File: config.mk
export PLATFORM = sky130hd
export DESIGN_NAME = pci_par_unit
export DESIGN_NICKNAME = d
export VERILOG_FILES = /design/src/rtl/pci_par_pkg.sv /design/src/rtl/pci_par_ctl.sv /design/src/rtl/pci_par_dp.sv /design/src/rtl/pci_par_unit.sv
export SDC_FILE = /design/constraint.sdc
export NUM_CORES = 1
export LEC_CHECK = 0
export BUFFER_PORTS_ARGS = -buffer_cell sky130_fd_sc_hd__clkbuf_2
export CORE_ASPECT_RATIO = 0.6
export CORE_MARGIN = 4
export CORE_UTILIZATION = 25
export DETAILED_ROUTE_END_ITERATION = 8
export PLACE_DENSITY_LB_ADDON = 0.3
export SLEW_MARGIN = 0
export SYNTH_ARGS = -nofsm -noshare
export SYNTH_HDL_FRONTEND = slang
export SYNTH_SLANG_ARGS = --single-unit
File: constraint.sdc
create_clock -name clk -period 1.8 [get_ports clk]
set_clock_uncertainty 0.15 [all_clocks]
set_input_delay 0.27 -clock clk [delete_from_list [all_inputs] [get_ports clk]]
set_output_delay 0.27 -clock clk [all_outputs]
set_load 0.01 [all_outputs]
File: src/rtl/pci_par_pkg.sv
package pci_par_pkg;

  // Strobes from the phase control to the parity datapath, valid in the
  // clock that carries the phase.
  typedef struct packed {
    logic capture;   // register parity of the current bus lines
    logic chkAddr;   // address phase, compare parIn next clock
    logic chkData;   // write data phase, compare parIn next clock
    logic drvRead;   // read data phase, drive parity next clock
    logic quiet;     // transaction is a special cycle
  } parStrobe_t;

endpackage

File: src/rtl/pci_par_ctl.sv
module pci_par_ctl
  import pci_par_pkg::*;
#(
  parameter int CBE_W = 4,
  parameter logic [CBE_W-1:0] SPECIAL_CMD = 4'b0001
) (
  input  logic             clk,
  input  logic             rstN,
  input  logic             frameN,
  input  logic             irdyN,
  input  logic             trdyN,
  input  logic             isRead,
  input  logic [CBE_W-1:0] cbeN,
  output parStrobe_t       strobe
);

  logic busIdleQ;    // previous clock had frame and irdy both high
  logic inTxnQ;      // between address phase and bus idle
  logic specialQ;    // command of current transaction is special cycle
  logic addrPhase;
  logic wrQual;
  logic rdQual;

  assign addrPhase = busIdleQ && !frameN;
  assign wrQual    = inTxnQ && !isRead && !irdyN;
  assign rdQual    = inTxnQ &&  isRead && !trdyN;

  always_ff @(posedge clk) begin
    if (!rstN) begin
      busIdleQ <= 1'b1;
      inTxnQ   <= 1'b0;
      specialQ <= 1'b0;
    end else begin
      busIdleQ <= frameN && irdyN;
      if (addrPhase) begin
        inTxnQ   <= 1'b1;
        specialQ <= (cbeN == SPECIAL_CMD);
      end else if (frameN && irdyN) begin
        inTxnQ <= 1'b0;
      end
    end
  end

  always_comb begin
    strobe.chkAddr = addrPhase;
    strobe.chkData = wrQual;
    strobe.drvRead = rdQual;
    strobe.capture = addrPhase || wrQual || rdQual;
    strobe.quiet   = specialQ;
  end

endmodule

File: src/rtl/pci_par_dp.sv
module pci_par_dp
  import pci_par_pkg::*;
#(
  parameter int AD_W  = 32,
  parameter int CBE_W = 4
) (
  input  logic             clk,
  input  logic             rstN,
  input  parStrobe_t       strobe,
  input  logic [AD_W-1:0]  adIn,
  input  logic [CBE_W-1:0] cbeN,
  input  logic             parIn,
  input  logic             serrEn,
  input  logic             perrEn,
  input  logic             statClr,
  output logic             parOut,
  output logic             parOe,
  output logic             serrN,
  output logic             perrN,
  output logic             addrErrFlag,
  output logic             dataErrFlag
);

  localparam int LANE_W = AD_W / CBE_W;

  logic [CBE_W-1:0] laneX;
  logic             calcPar;

  // One parity leaf per byte lane, folding in that lane's enable line.
  for (genvar g = 0; g < CBE_W; g++) begin : gLane
    assign laneX[g] = (^adIn[g*LANE_W +: LANE_W]) ^ cbeN[g];
  end
  assign calcPar = ^laneX;

  logic parQ;
  logic oeQ;
  logic pendAddrQ;
  logic pendDataQ;
  logic quietQ;
  logic serrNQ;
  logic perrNQ;
  logic aFlagQ;
  logic dFlagQ;
  logic mismatch;
  logic addrErr;
  logic dataErr;

  always_ff @(posedge clk) begin
    if (!rstN) begin
      parQ      <= 1'b0;
      oeQ       <= 1'b0;
      pendAddrQ <= 1'b0;
      pendDataQ <= 1'b0;
      quietQ    <= 1'b0;
    end else begin
      if (strobe.capture) parQ <= calcPar;
      oeQ       <= strobe.drvRead;
      pendAddrQ <= strobe.chkAddr;
      pendDataQ <= strobe.chkData;
      quietQ    <= strobe.quiet;
    end
  end

  assign mismatch = parIn ^ parQ;
  assign addrErr  = pendAddrQ && mismatch;
  assign dataErr  = pendDataQ && mismatch;

  always_ff @(posedge clk) begin
    if (!rstN) begin
      serrNQ <= 1'b1;
      perrNQ <= 1'b1;
      aFlagQ <= 1'b0;
      dFlagQ <= 1'b0;
    end else begin
      serrNQ <= !(addrErr && serrEn);
      perrNQ <= !(dataErr && perrEn && !quietQ);
      aFlagQ <= addrErr || (aFlagQ && !statClr);
      dFlagQ <= dataErr || (dFlagQ && !statClr);
    end
  end

  assign parOut      = parQ;
  assign parOe       = oeQ;
  assign serrN       = serrNQ;
  assign perrN       = perrNQ;
  assign addrErrFlag = aFlagQ;
  assign dataErrFlag = dFlagQ;

endmodule

File: src/rtl/pci_par_unit.sv
module pci_par_unit
  import pci_par_pkg::*;
#(
  parameter int AD_W  = 32,
  parameter int CBE_W = 4
) (
  input  logic             clk,
  input  logic             rstN,
  input  logic             frameN,
  input  logic             irdyN,
  input  logic             trdyN,
  input  logic             isRead,
  input  logic [AD_W-1:0]  adIn,
  input  logic [CBE_W-1:0] cbeN,
  input  logic             parIn,
  input  logic             serrEn,
  input  logic             perrEn,
  input  logic             statClr,
  output logic             parOut,
  output logic             parOe,
  output logic             serrN,
  output logic             perrN,
  output logic             addrErrFlag,
  output logic             dataErrFlag
);

  parStrobe_t strobe;

  pci_par_ctl #(.CBE_W(CBE_W), .SPECIAL_CMD(CBE_W'(1))) uCtl (
    .clk    (clk),
    .rstN   (rstN),
    .frameN (frameN),
    .irdyN  (irdyN),
    .trdyN  (trdyN),
    .isRead (isRead),
    .cbeN   (cbeN),
    .strobe (strobe)
  );

  pci_par_dp #(.AD_W(AD_W), .CBE_W(CBE_W)) uDp (
    .clk         (clk),
    .rstN        (rstN),
    .strobe      (strobe),
    .adIn        (adIn),
    .cbeN        (cbeN),
    .parIn       (parIn),
    .serrEn      (serrEn),
    .perrEn      (perrEn),
    .statClr     (statClr),
    .parOut      (parOut),
    .parOe       (parOe),
    .serrN       (serrN),
    .perrN       (perrN),
    .addrErrFlag (addrErrFlag),
    .dataErrFlag (dataErrFlag)
  );

endmodule

==> metrics.md, run 1 <==
| Metric | Value |
|---|---|
| Critical Path Sink Type | `register` |
| Most frequent cells in the layout | `clkbuf_2 (51), xnor2_1 (30), dfxtp_1 (12)` |
| Final setup viols | `0` |
| Status | `complete, no violations` |
| Yosys cell types | `18` |
| Core ar. | `between 2000 and 3000 sq um` |
| Chip width | `roughly 77 um` |
| Cell-by-cell trace of the critical path | `clkbuf_2 -> xnor2_1 -> xnor2_1 -> xnor2_1 -> xnor3_1 -> xnor2_1 -> a21oi_1` |
| Detail-routed via count per cell | `4.012` |
| Non-Filler Instances | `approximately 160` |
| GR Overflow Total | `0` |
| H-Tree Level Count | `1` |
| TritonCTS clock tree | `done` |
| DRT antenna net count | `0` |
| Yosys warns | `0` |
| Clk buf depth | `2` |
| Hold Path Depth | `2` |
| Final Net Count | `roughly 180` |
| DRC | `0` |
| Worst path bufs/invs | `1` |
| # hold bufs at CTS | `0` |
| Most Crowded Layer GR | `met2` |
| Layout cells sized above 1 | `0.4231` |
| Vias in the first global route | `684` |
| Input/output buffers | `just over 50` |
| Die Y | `between 40 and 50 um` |
| Filler cell count | `274` |
| Tot Pwr | `0.8657 mW` |
| Standard-cell rows | `14` |
| Fmax | `roughly 660 MHz` |
| Top delay family on crit path | `XOR/XNOR gates` |
| Critical Path Slowest Stage Cell | `xnor3_1` |
| Initial Util | `0.2718` |
| Final wirelength | `roughly 1600 um` |
| WS Path Type | `input pin to register` |
| CP arrival | `around 1.5 ns` |
| Post-synth net total | `about 120` |
| Worst Reg-to-Reg Cells | `3` |
| Vias | `650` |
| Critical Path Start Type | `input pin` |
| DR WL/cell | `between 9 and 10 um` |
| Sink Count | `12` |
| Met3 Track Usage GR | `0.05535` |
| Clock root buffer | `clkbuf_8` |
| Crit-path max FO | `1` |
| Total GRT Usage | `0.09127` |
| Worst-path clk slew | `approximately 0.05 ns` |
| CTS Buf Count | `3` |
| RSZ-0062 raised after global routing | `false` |
| Slew Viols, Final | `0` |
| Resized cells post-CTS | `0` |
| Relative slew slack | `0.7766` |
| Mapped Avg Cell Area | `~9.3 sq um` |
| GP Congestion | `roughly 0.74` |
| Dpl cells | `between 150 and 200` |
| M1 GR Usage | `0.09713` |
| Skew-Pair Late Insertion Delay | `roughly 0.23 ns` |
| Class of the worst hold path | `input pin to register` |
| FF-to-FF setup slack | `between 0.7 and 0.8 ns` |
| Worst-Margin Slew | `about 0.33 ns` |
| Antenna cells | `0` |
| Post-CTS setup buffers | `0` |
| Post-synthesis cell count | `76` |
| Final setup TNS | `0 ns` |
| Place WS | `roughly 0.019 ns` |
| Top cell by count, worst path | `xnor2_1` |
| Fin. Hold Viols | `0` |
| Max_cap viols | `0` |
| CP Data Required Time | `between 1.5 and 2 ns` |
| Largest net degree at the start of global routing | `8` |
| Leakage | `roughly 0.48 nW` |
| Area Overhead vs Synth | `47.44%` |
| CP peak stage delay | `roughly 0.42 ns` |
| Met2 Use GR | `0.1561` |
| Sequential share of the synthesized area | `0.3386` |
| Mapped cell area | `709.4 sq um` |
| Final core occ | `0.4008` |
| Worst Slack Setup Final | `about 0.28 ns` |
| I/O pin total | `52` |
| Levels on crit path | `7` |
| Tmin final | `between 1.5 and 2 ns` |
| First-pass GRT wire length | `around 2800 um` |
| VDD IR max | `between 0.0002 and 0.0003 V` |
| Violation count after the first detailed-route iteration | `21` |
| Most common cell after layout, fill and taps aside | `clkbuf_2` |
| Final period util | `0.8452` |
| PD cells | `827.6 nW/um^2` |
| Initial antenna violation count | `0` |
| Hpwl dp | `1447 um` |
| Die area | `about 3800 sq um` |
| TritonRoute pass-1 iters | `4` |
| Yosys reg bits | `12` |
[synthesized netlist by cell type (all sizes together)]
library cell  number  area, sq um
and2               1        6.260
nand3              1        5.000
a21oi              5        25.02
nor2               4        15.01
dfxtp             12        240.2
xnor3              1        22.52
nand4              1        6.260
nor3               2        10.01
mux2               1        11.26
xor2               4        35.03
nand3b             1        7.510
inv                2        7.510
xnor2             30        262.8
o21ai              2        10.01
nand2              5        18.77
nor2b              2        12.51
nand2b             1        6.260
nor3b              1        7.510
[cell type report]
class	count	area [sq um]	area share
Clock buffer	3	41.29	0.03947
Multi-Input combinational cell	62	461.7	0.4414
Timing Repair Buffer	51	255.2	0.2440
Inverter	2	7.507	0.007177
Tap cell	32	40.04	0.03828
Sequential cell	12	240.2	0.2297
[power by group]
part | total [mW] | switching, mW | internal (mW)
Combinational | 0.337 | 0.135 | 0.203
Clock | 0.238 | 0.0909 | 0.147
Sequential | 0.291 | 0.00934 | 0.281
Total | 0.866 | 0.235 | 0.631
[stage by stage]
step           area (sq um)  hold slack (ns)
5_1_grt                1046          0.05777
2_1_floorplan         709.4           0.1918
3_3_place_gp           1005           0.2338
3_5_place_dp           1005           0.2356
6_report               1046          0.05863
4_1_cts                1046          0.05306
[worst paths after layout]
path                                 start                    endpoint
setup / recovery                  adIn[22]     uDp.parOut$_SDFFE_PN0P_
hold / removal                      serrEn        uDp.serrN$_SDFF_PN1_
setup reg to reg   uDp.parOut$_SDFFE_PN0P_  uDp.dataErrFlag$_SDFF_PN0_
hold reg to reg   uDp.pendAddrQ$_SDFF_PN0_        uDp.serrN$_SDFF_PN1_
[registers in the layout, indices dropped and copies added (netlist names)]
signal and count:
uCtl.busIdleQ 1, uCtl.inTxnQ 1, uCtl.specialQ 1, uDp.addrErrFlag 1, uDp.dataErrFlag 1, uDp.parOe 1
uDp.parOut 1, uDp.pendAddrQ 1, uDp.pendDataQ 1, uDp.perrN 1, uDp.quietQ 1, uDp.serrN 1
[kinds of logic after synthesis]
family	after synthesis	synth area share
XOR/XNOR	35	0.4515
AND/OR/NAND/NOR	19	0.1341
flip-flops	12	0.3386
AO/OA/AOI/OAI	7	0.04938
buffers and inverters	2	0.01059
multiplexers	1	0.01587
[routing by layer]
metal	share of wire	vias to the layer above
li1	-	350
met1	0.38	274
met2	0.51	24
met3	0.10	2
met4	0.0025	0
met5	0	-
Power figures use the tool's default switching activity.
==> inputs of run 2 (changes only) <==
--- a/config.mk
+++ b/config.mk
@@ -5,6 +5,7 @@
 export SDC_FILE = /design/constraint.sdc
 export NUM_CORES = 1
 export LEC_CHECK = 0
+export ABC_AREA = 1
 export BUFFER_PORTS_ARGS = -buffer_cell sky130_fd_sc_hd__clkbuf_2
 export CORE_ASPECT_RATIO = 0.6
 export CORE_MARGIN = 4
==> constraint.sdc (replaced) <==
create_clock -name clk -period 1.2 [get_ports clk]
set_clock_uncertainty 0.15 [all_clocks]
set_input_delay 0.18 -clock clk [delete_from_list [all_inputs] [get_ports clk]]
set_output_delay 0.18 -clock clk [all_outputs]
set_load 0.01 [all_outputs]
==> run 2 against run 1 <==
  * Non-clock buffer count increased by 9
  * Worst hold slack got worse by 0.026 ns
  * Global-route usage increased by 0.64 points
  * Sequential power increased by 45%
  * Via count increased by 110%
  * First-iteration DRC count increased to 3.1 times the previous value
  * Design area increased by 57%
  * Largest cell class unchanged
==> metrics.md, run 2 <==
| Metric | Value |
|---|---|
| Mapped Avg Cell Area | `4.977 sq um (-47%)` |
| Hpwl dp | `2272 um (+57%)` |
| DRT antenna net count | `0 (unchanged)` |
| Crit-path max FO | `3 (+2)` |
| Initial Util | `0.2668 (-0.004968)` |
| Fin. Hold Viols | `0 (unchanged)` |
| VDD IR max | `0.0003742 V (+41%)` |
| Final Net Count | `338 (+90%)` |
| FFs w/ async S/R, synth | `0 (unchanged)` |
| Final wirelength | `2684 um (+70%)` |
| CP startpoint | `adIn[27]` |
| Slew Viols, Final | `0 (unchanged)` |
| Post-synth net total | `273 (+120%)` |
| Final core occ | `0.3889 (-0.01188)` |
| Skew-Pair Late Insertion Delay | `0.24 ns (about the same)` |
| Yosys warns | `0 (unchanged)` |
| Worst Slack Setup Final | `0.004514 ns (-0.2741 ns)` |
| Relative slew slack | `0.8398 (+0.06311)` |
| GP Congestion | `0.7484 (+0.89%)` |
| Non-Filler Instances | `350 (+120%)` |
| Yosys cell types | `16 (-2)` |
| CTS Buf Count | `3 (unchanged)` |
| TritonCTS clock tree | `done` |
| Top cell type's share of synthesized area | `0.3987 (+0.02830)` |
| Worst-Margin Slew | `0.2401 ns (-0.09380 ns)` |
| Violation count after the first detailed-route iteration | `65 (+210%)` |
| Layout cells sized above 1 | `0.3414 (-0.08170)` |
| Critical R2R Launch | `uCtl.inTxnQ$_SDFFE_PN0P_` |
| Tmin final | `around 1.2 ns` |
| DR WL/cell | `7.669 um (-21%)` |
| Area Overhead vs Synth | `45.74%` |
| Die area | `5695 sq um (+51%)` |
| P_sw | `0.4437 mW (+89%)` |
| Antenna cells | `0 (unchanged)` |
| PD cells | `793.2 nW/um^2 (-4.2%)` |
| Switching share of power | `0.3397 (+0.06854)` |
| I/O pin total | `52 (unchanged)` |
| Post-synth top area cell | `nand2_1` |
| Most common cell after layout, fill and taps aside | `nand2_1` |
| Mapped cell area | `1130 sq um (+59%)` |
| GR Overflow Total | `0 (unchanged)` |
| RSZ-0062 raised after global routing | `true` |
| Number of synthesized flops with an enable pin | `0 (unchanged)` |
| Vias in the first global route | `1171 (+71%)` |
| Chip width | `94.79 um (+23%)` |
| Clock Power Share | `0.276 (about the same)` |
| H-Tree Level Count | `1 (unchanged)` |
| WS Path Type | `input pin to register` |
| TritonRoute pass-1 iters | `4 (unchanged)` |
| Clock root buffer | `clkbuf_8` |
| Class of the worst hold path | `input pin to register` |
| Final period util | `0.9962` |
| Final setup viols | `0 (unchanged)` |
| Top_reg_cell synth | `dfxtp_1` |
| Sequential share of the synthesized area | `0.2126 (-0.1260)` |
| DRC | `0 (unchanged)` |
| Max_cap viols | `0 (unchanged)` |
| Total GRT Usage | `0.09763 (+0.006366)` |
| CP Data Required Time | `1.19 ns (-0.58 ns)` |
| Commonest cells in the netlist | `nand2_1 (120), inv_1 (49), dfxtp_1 (12), nand2_2 (10)` |
| Leakage | `1.086 nW (+130%)` |
| Sink Count | `12 (unchanged)` |
| Core ar. | `4234 sq um (+62%)` |
| Critical Path Start Type | `input pin` |
| Largest net degree at the start of global routing | `8 (unchanged)` |
| Fmax | `roughly 840 MHz` |
| First-pass GRT wire length | `4443 um (+61%)` |
| Most frequent cells in the layout | `nand2_1 (109), clkbuf_2 (50), inv_1 (39)` |
| Standard-cell rows | `18 (+4)` |
| Vias | `1350 (+110%)` |
| Detail-routed via count per cell | `3.857 (-3.9%)` |
| Comb power frac | `0.400 (+0.010)` |
| Critical Path Sink Type | `register` |
| Post-synthesis cell count | `227 (+200%)` |
| Hold Startpoint | `rstN` |
| Clk buf depth | `2 (unchanged)` |
| Status | `complete, no violations` |
| Yosys reg bits | `12 (unchanged)` |
| Pint | `0.8624 mW (+37%)` |
| Place WS | `-0.2667 ns (-0.2856 ns)` |
| Worst-path clk slew | `0.05 ns (about the same)` |
| Final setup TNS | `0 ns (unchanged)` |
| Die Y | `60.08 um (+22%)` |
| Synth area leaders | `nand2_1 (40%), dfxtp_1 (21%), inv_1 (16%)` |
| Count leader, synth | `nand2_1` |
| Initial antenna violation count | `0 (unchanged)` |
| Sequential power share | `0.324 (-0.012)` |
| Input/output buffers | `51 (unchanged)` |
| CP arrival | `1.19 ns (-0.30 ns)` |
| Dpl cells | `342 (+120%)` |
| Filler cell count | `487 (+78%)` |
==> run 2: cell types whose count changed in the layout (fill, tap and decap cells not counted), sizes merged, moves of 2 or more <==
cell         delta
buf             +5
nor2b           -2
a21oi           -2
nand3           +9
nand4           +2
dlygate4sd3     +5
xnor2          -27
xor2            -3
nand2         +125
inv            +49
nor2            +5
==> run 2: final timing paths <==
| check | endpoint | slack (ns) | cells past startpoint |
|---|---|---|---|
| hold reg to reg | uDp.serrN$_SDFF_PN1_ | 0.26 | 1 |
| setup / recovery | uDp.parOut$_SDFFE_PN0P_ | 0.005 | 17 |
| setup reg to reg | uDp.parOut$_SDFFE_PN0P_ | 0.10 | 8 |
| hold / removal | uDp.serrN$_SDFF_PN1_ | 0.03 | 2 |
==> run 2: per-layer routing <==
| metal | vias to the layer above | global-route usage | wire, um |
|---|---|---|---|
| met1 | 529 | 0.1286 | 1358 |
| met5 | - | 0 | 0 |
| met4 | 0 | 0.02464 | 18 |
| met2 | 37 | 0.1613 | 1105 |
| li1 | 782 | - | - |
| met3 | 2 | 0.02390 | 202 |
==> run 2: critical path: stages <==
cell	delay, ns
clkbuf_2	0.09
inv_1	0.06
nand2_1	0.05
nand2_1	0.08
nand2_2	0.07
nand2_1	0.07
nand2_2	0.06
nand2_1	0.07
nand2_2	0.05
nand2_1	0.07
nand2_2	0.05
nand2_2	0.05
inv_1	0.04
nand2_1	0.05
nand3_1	0.06
nand2_1	0.06
inv_1	0.03
==> run 2: cell families (layout without fill, tap and decap cells) <==
| kind of cell | Yosys count | in the layout | share of synthesized area |
|---|---|---|---|
| AND/OR/NAND/NOR | 156 | 156 | 0.5692 |
| AO/OA/AOI/OAI | 4 | 4 | 0.01771 |
| flip-flops | 12 | 12 | 0.2126 |
| buffers and inverters | 51 | 114 | 0.1694 |
| XOR/XNOR | 4 | 4 | 0.03101 |
==> run 2: power by group through the flow <==
stage	logic (mW)	clock network (mW)	registers, mW
final	0.523	0.360	0.423
after global routing	0.609	0.391	0.425
after CTS	0.491	0.364	0.424
after detailed placement	0.468	0	0.432
after global placement	0.459	0	0.432
after floorplan	0.302	0	0.433
==> run 2: timing repair <==
action / in CTS / in global routing
buffers inserted: 0 / 0
hold buffers: 5 / 0
gates cloned: 0 / 0
pin swaps: 3 / 15
hold endpoints to repair: 4 / 0
resized for setup: 4 / 26
endpoints found under the setup margin: 1 / 1
==> run 2: layout make-up <==
cell class,count,area (sq um),area share
clock buffer,3,41.29,0.02508
inverter,51,191.4,0.1163
multi-input combinational,164,760.7,0.4620
sequential,12,240.2,0.1459
tap,60,75.07,0.04559
timing repair buffer,60,337.8,0.2052
==> run 2: per-stage QoR <==
step                power [mW]  area [sq um]  hold WS (ns)
floorplan               0.7352          1130        0.1076
global placement        0.8904          1490        0.2150
detailed placement      0.9001          1490        0.2122
CTS                      1.279          1602       0.02986
global route             1.425          1647       0.03459
finish                   1.306          1647       0.03296
==> inputs of run 3 (changes only) <==
--- a/config.mk
+++ b/config.mk
@@ -7,7 +7,6 @@
 export LEC_CHECK = 0
 export ABC_AREA = 1
 export BUFFER_PORTS_ARGS = -buffer_cell sky130_fd_sc_hd__clkbuf_2
-export CORE_ASPECT_RATIO = 0.6
 export CORE_MARGIN = 4
 export CORE_UTILIZATION = 25
 export DETAILED_ROUTE_END_ITERATION = 8
==> run 3 against run 2 <==
  * Setup slack better by 0.0024 ns
  * Critical path type unchanged
  * Global-route usage fell by 0.92 points
  * Highest routed layer unchanged
  * Die area fell by 0.63%
  * Largest cell class unchanged
==> metrics.md, run 3 (synthesized netlist as in run 2, its figures left out) <==
| Metric | Value |
|---|---|
| Status | `complete, no violations` |
| Min Hold Slack | `0.02661 ns (-0.006354 ns)` |
| Clock root buffer | `clkbuf_8` |
| Antenna cells | `0 (unchanged)` |
| CP arrival | `1.18 ns (about the same)` |
| Final Instance Area | `1620 sq um (-1.6%)` |
| Chip width | `75.23 um (-21%)` |
| Most frequent cells in the layout | `nand2_1 (114), clkbuf_2 (51), inv_1 (48)` |
| DRT antenna net count | `0 (unchanged)` |
| Fmax | `838.2 MHz (+0.20%)` |
| Worst-Margin Slew | `0.2167 ns (-0.02337 ns)` |
| Area after DPL | `1480 sq um (-0.67%)` |
| Final setup viols | `0 (unchanged)` |
| Die Y | `75.23 um (+25%)` |
| Post-CTS setup buffers | `0 (unchanged)` |
| RSZ-0062 raised after global routing | `true` |
| Worst path bufs/invs | `4 (unchanged)` |
| Violation count after the first detailed-route iteration | `50 (-23%)` |
| Core ar. | `4354 sq um (+2.8%)` |
| Most common cell after layout, fill and taps aside | `nand2_1` |
| Critical Path Start Type | `input pin` |
| Total GRT Usage | `0.08843 (-0.009205)` |
| Class of the worst hold path | `input pin to register` |
| Hold EP | `uCtl.busIdleQ$_SDFF_PN1_` |
| GP Congestion | `0.6470 (-14%)` |
| Dpl cells | `334 (-2.3%)` |
| Non-Filler Instances | `343 (-2.0%)` |
| Sink Count | `12 (unchanged)` |
| First-pass GRT wire length | `4022 um (-9.5%)` |
| Critical Path Slowest Stage Cell | `or2_1` |
| Hpwl dp | `2156 um (-5.1%)` |
| TritonRoute pass-1 iters | `4 (unchanged)` |
| DRC | `0 (unchanged)` |
| Top delay family on crit path | `simple AND/OR/NAND/NOR gates` |
| Hold Path Depth | `3 (+1)` |
| Area Overhead vs Synth | `43.41%` |
| Vias in the first global route | `1120 (-4.4%)` |
| Filler cell count | `478 (-1.8%)` |
| Final period util | `0.9942 (-0.002011)` |
| Max_cap viols | `0 (unchanged)` |
| Standard-cell rows | `24 (+6)` |
| TritonCTS clock tree | `done` |
| Final wirelength | `2409 um (-10%)` |
| Input/output buffers | `51 (unchanged)` |
| Clk buf depth | `2 (unchanged)` |
| Critical R2R Launch | `uCtl.inTxnQ$_SDFFE_PN0P_` |
| Skew-Pair Late Insertion Delay | `0.24 ns (about the same)` |
| Critical Path Sink Type | `register` |
| Crit-path max FO | `3 (unchanged)` |
| Vias | `1357 (+0.52%)` |
| VDD IR max | `0.0002932 V (-22%)` |
| Layout cells sized above 1 | `0.2852 (-0.05616)` |
| Hold Startpoint | `frameN` |
| Top cell by count, worst path | `nand2_1` |
| Tmin final | `1.193 ns (-0.002414 ns)` |
| R2R Path End | `uDp.parOut$_SDFFE_PN0P_` |
| CP peak stage delay | `0.23 ns (+0.14 ns)` |
| Slew Viols, Final | `0 (unchanged)` |
| CP Data Required Time | `1.19 ns (about the same)` |
| Fin. Hold Viols | `0 (unchanged)` |
| CTS Buf Count | `3 (unchanged)` |
| Cell-by-cell trace of the critical path | `clkbuf_2 -> or2_1 -> nand2_2 -> inv_1 -> nand2_2 -> nand3_1 -> nand2_2 -> inv_1 -> nand2_1 -> nand2_1 -> nand2_1 -> nand3_1 -> nand2_1 -> inv_1` |
| Worst Reg-to-Reg Cells | `8 (unchanged)` |
| Levels on crit path | `14 (-3)` |
| Detail-routed via count per cell | `3.956 (+2.6%)` |
| WS Path Type | `input pin to register` |
| Relative slew slack | `0.8542 (+0.01443)` |
| FF-to-FF setup slack | `0.12 ns (+0.02 ns)` |
| GR Overflow Total | `0 (unchanged)` |
| Initial Util | `0.2595 (-0.007361)` |
| Tot Pwr | `1.350 mW (+3.4%)` |
| Largest net degree at the start of global routing | `8 (unchanged)` |
| Leakage | `1.094 nW (+0.75%)` |
| Final Net Count | `338 (unchanged)` |
| Initial antenna violation count | `0 (unchanged)` |
| Die area | `5659 sq um (-0.63%)` |
| Worst-path clk slew | `0.05 ns (about the same)` |
| I/O pin total | `52 (unchanged)` |
| DR WL/cell | `7.023 um (-8.4%)` |
| PD cells | `833.3 nW/um^2 (+5.1%)` |
| H-Tree Level Count | `1 (unchanged)` |
[run 3: cell types whose count changed in the layout (fill, tap and decap cells not counted), moves of 5 or more]
cell     change
inv_1        +9
inv_2        -9
nand2_1      +5
nand2_2      -5
[run 3: layout make-up]
| class | instances | area, sq um | share of cell area |
|---|---|---|---|
| inverter | 51 | 191.4 | 0.1181 |
| tap | 52 | 65.06 | 0.04015 |
| timing repair buffer | 60 | 335.3 | 0.2070 |
| multi-input combinational | 164 | 733.2 | 0.4525 |
| clock buffer | 4 | 55.05 | 0.03398 |
| sequential | 12 | 240.2 | 0.1483 |
[run 3: worst max path at each step]
stage / slack (ns) / from / endpoint
floorplan: -0.08 / adIn[15] / uDp.parOut$_SDFFE_PN0P_
global placement: -0.27 / cbeN[3] / uDp.parOut$_SDFFE_PN0P_
detailed placement: -0.27 / adIn[31] / uDp.parOut$_SDFFE_PN0P_
CTS: 0.007 / adIn[15] / uDp.parOut$_SDFFE_PN0P_
global route: -0.17 / adIn[0] / uDp.parOut$_SDFFE_PN0P_
finish: 0.007 / adIn[15] / uDp.parOut$_SDFFE_PN0P_
[run 3: repair_timing]
action	4_1_cts	5_1_grt
pin swaps	0	4
resized for setup	3	8
hold endpoints to repair	4	0
setup endpoints to repair	1	1
hold buffers	5	0
[run 3: worst register-to-register path, cell delays in order, from the launching register on]
cell and delay (ns):
dfxtp_1 0.30, nand2_1 0.07, o21ai_0 0.07, nor2_1 0.10, inv_1 0.06, nor2_1 0.08
nor2_1 0.04, nand2_1 0.06, inv_1 0.03
[run 3: stage by stage]
step | setup TNS [ns] | setup WS [ns] | util
after detailed placement | -0.2732 | -0.2732 | 0.3399
after CTS | 0 | 0.006935 | 0.3670
final | 0 | 0.006928 | 0.3721
after floorplan | -0.08015 | -0.08015 | -
after global placement | -0.2656 | -0.2656 | 0.3399
after global routing | -0.1653 | -0.1653 | 0.3721
[run 3: layer usage]
metal	share of wire	track usage	vias to the layer above
li1	-	-	783
met3	0.096	0.01736	4
met2	0.45	0.1547	36
met1	0.44	0.1033	534
met5	0	0	-
met4	0.016	0.04078	0
[run 3: report_power, final]
part / total (mW) / switching (mW) / leakage [nW] / internal (mW)
Clock: 0.440 / 0.150 / 0.0288 / 0.290
Combinational: 0.488 / 0.272 / 0.967 / 0.216
Sequential: 0.422 / 0.00785 / 0.0979 / 0.414
Total: 1.35 / 0.431 / 1.09 / 0.920
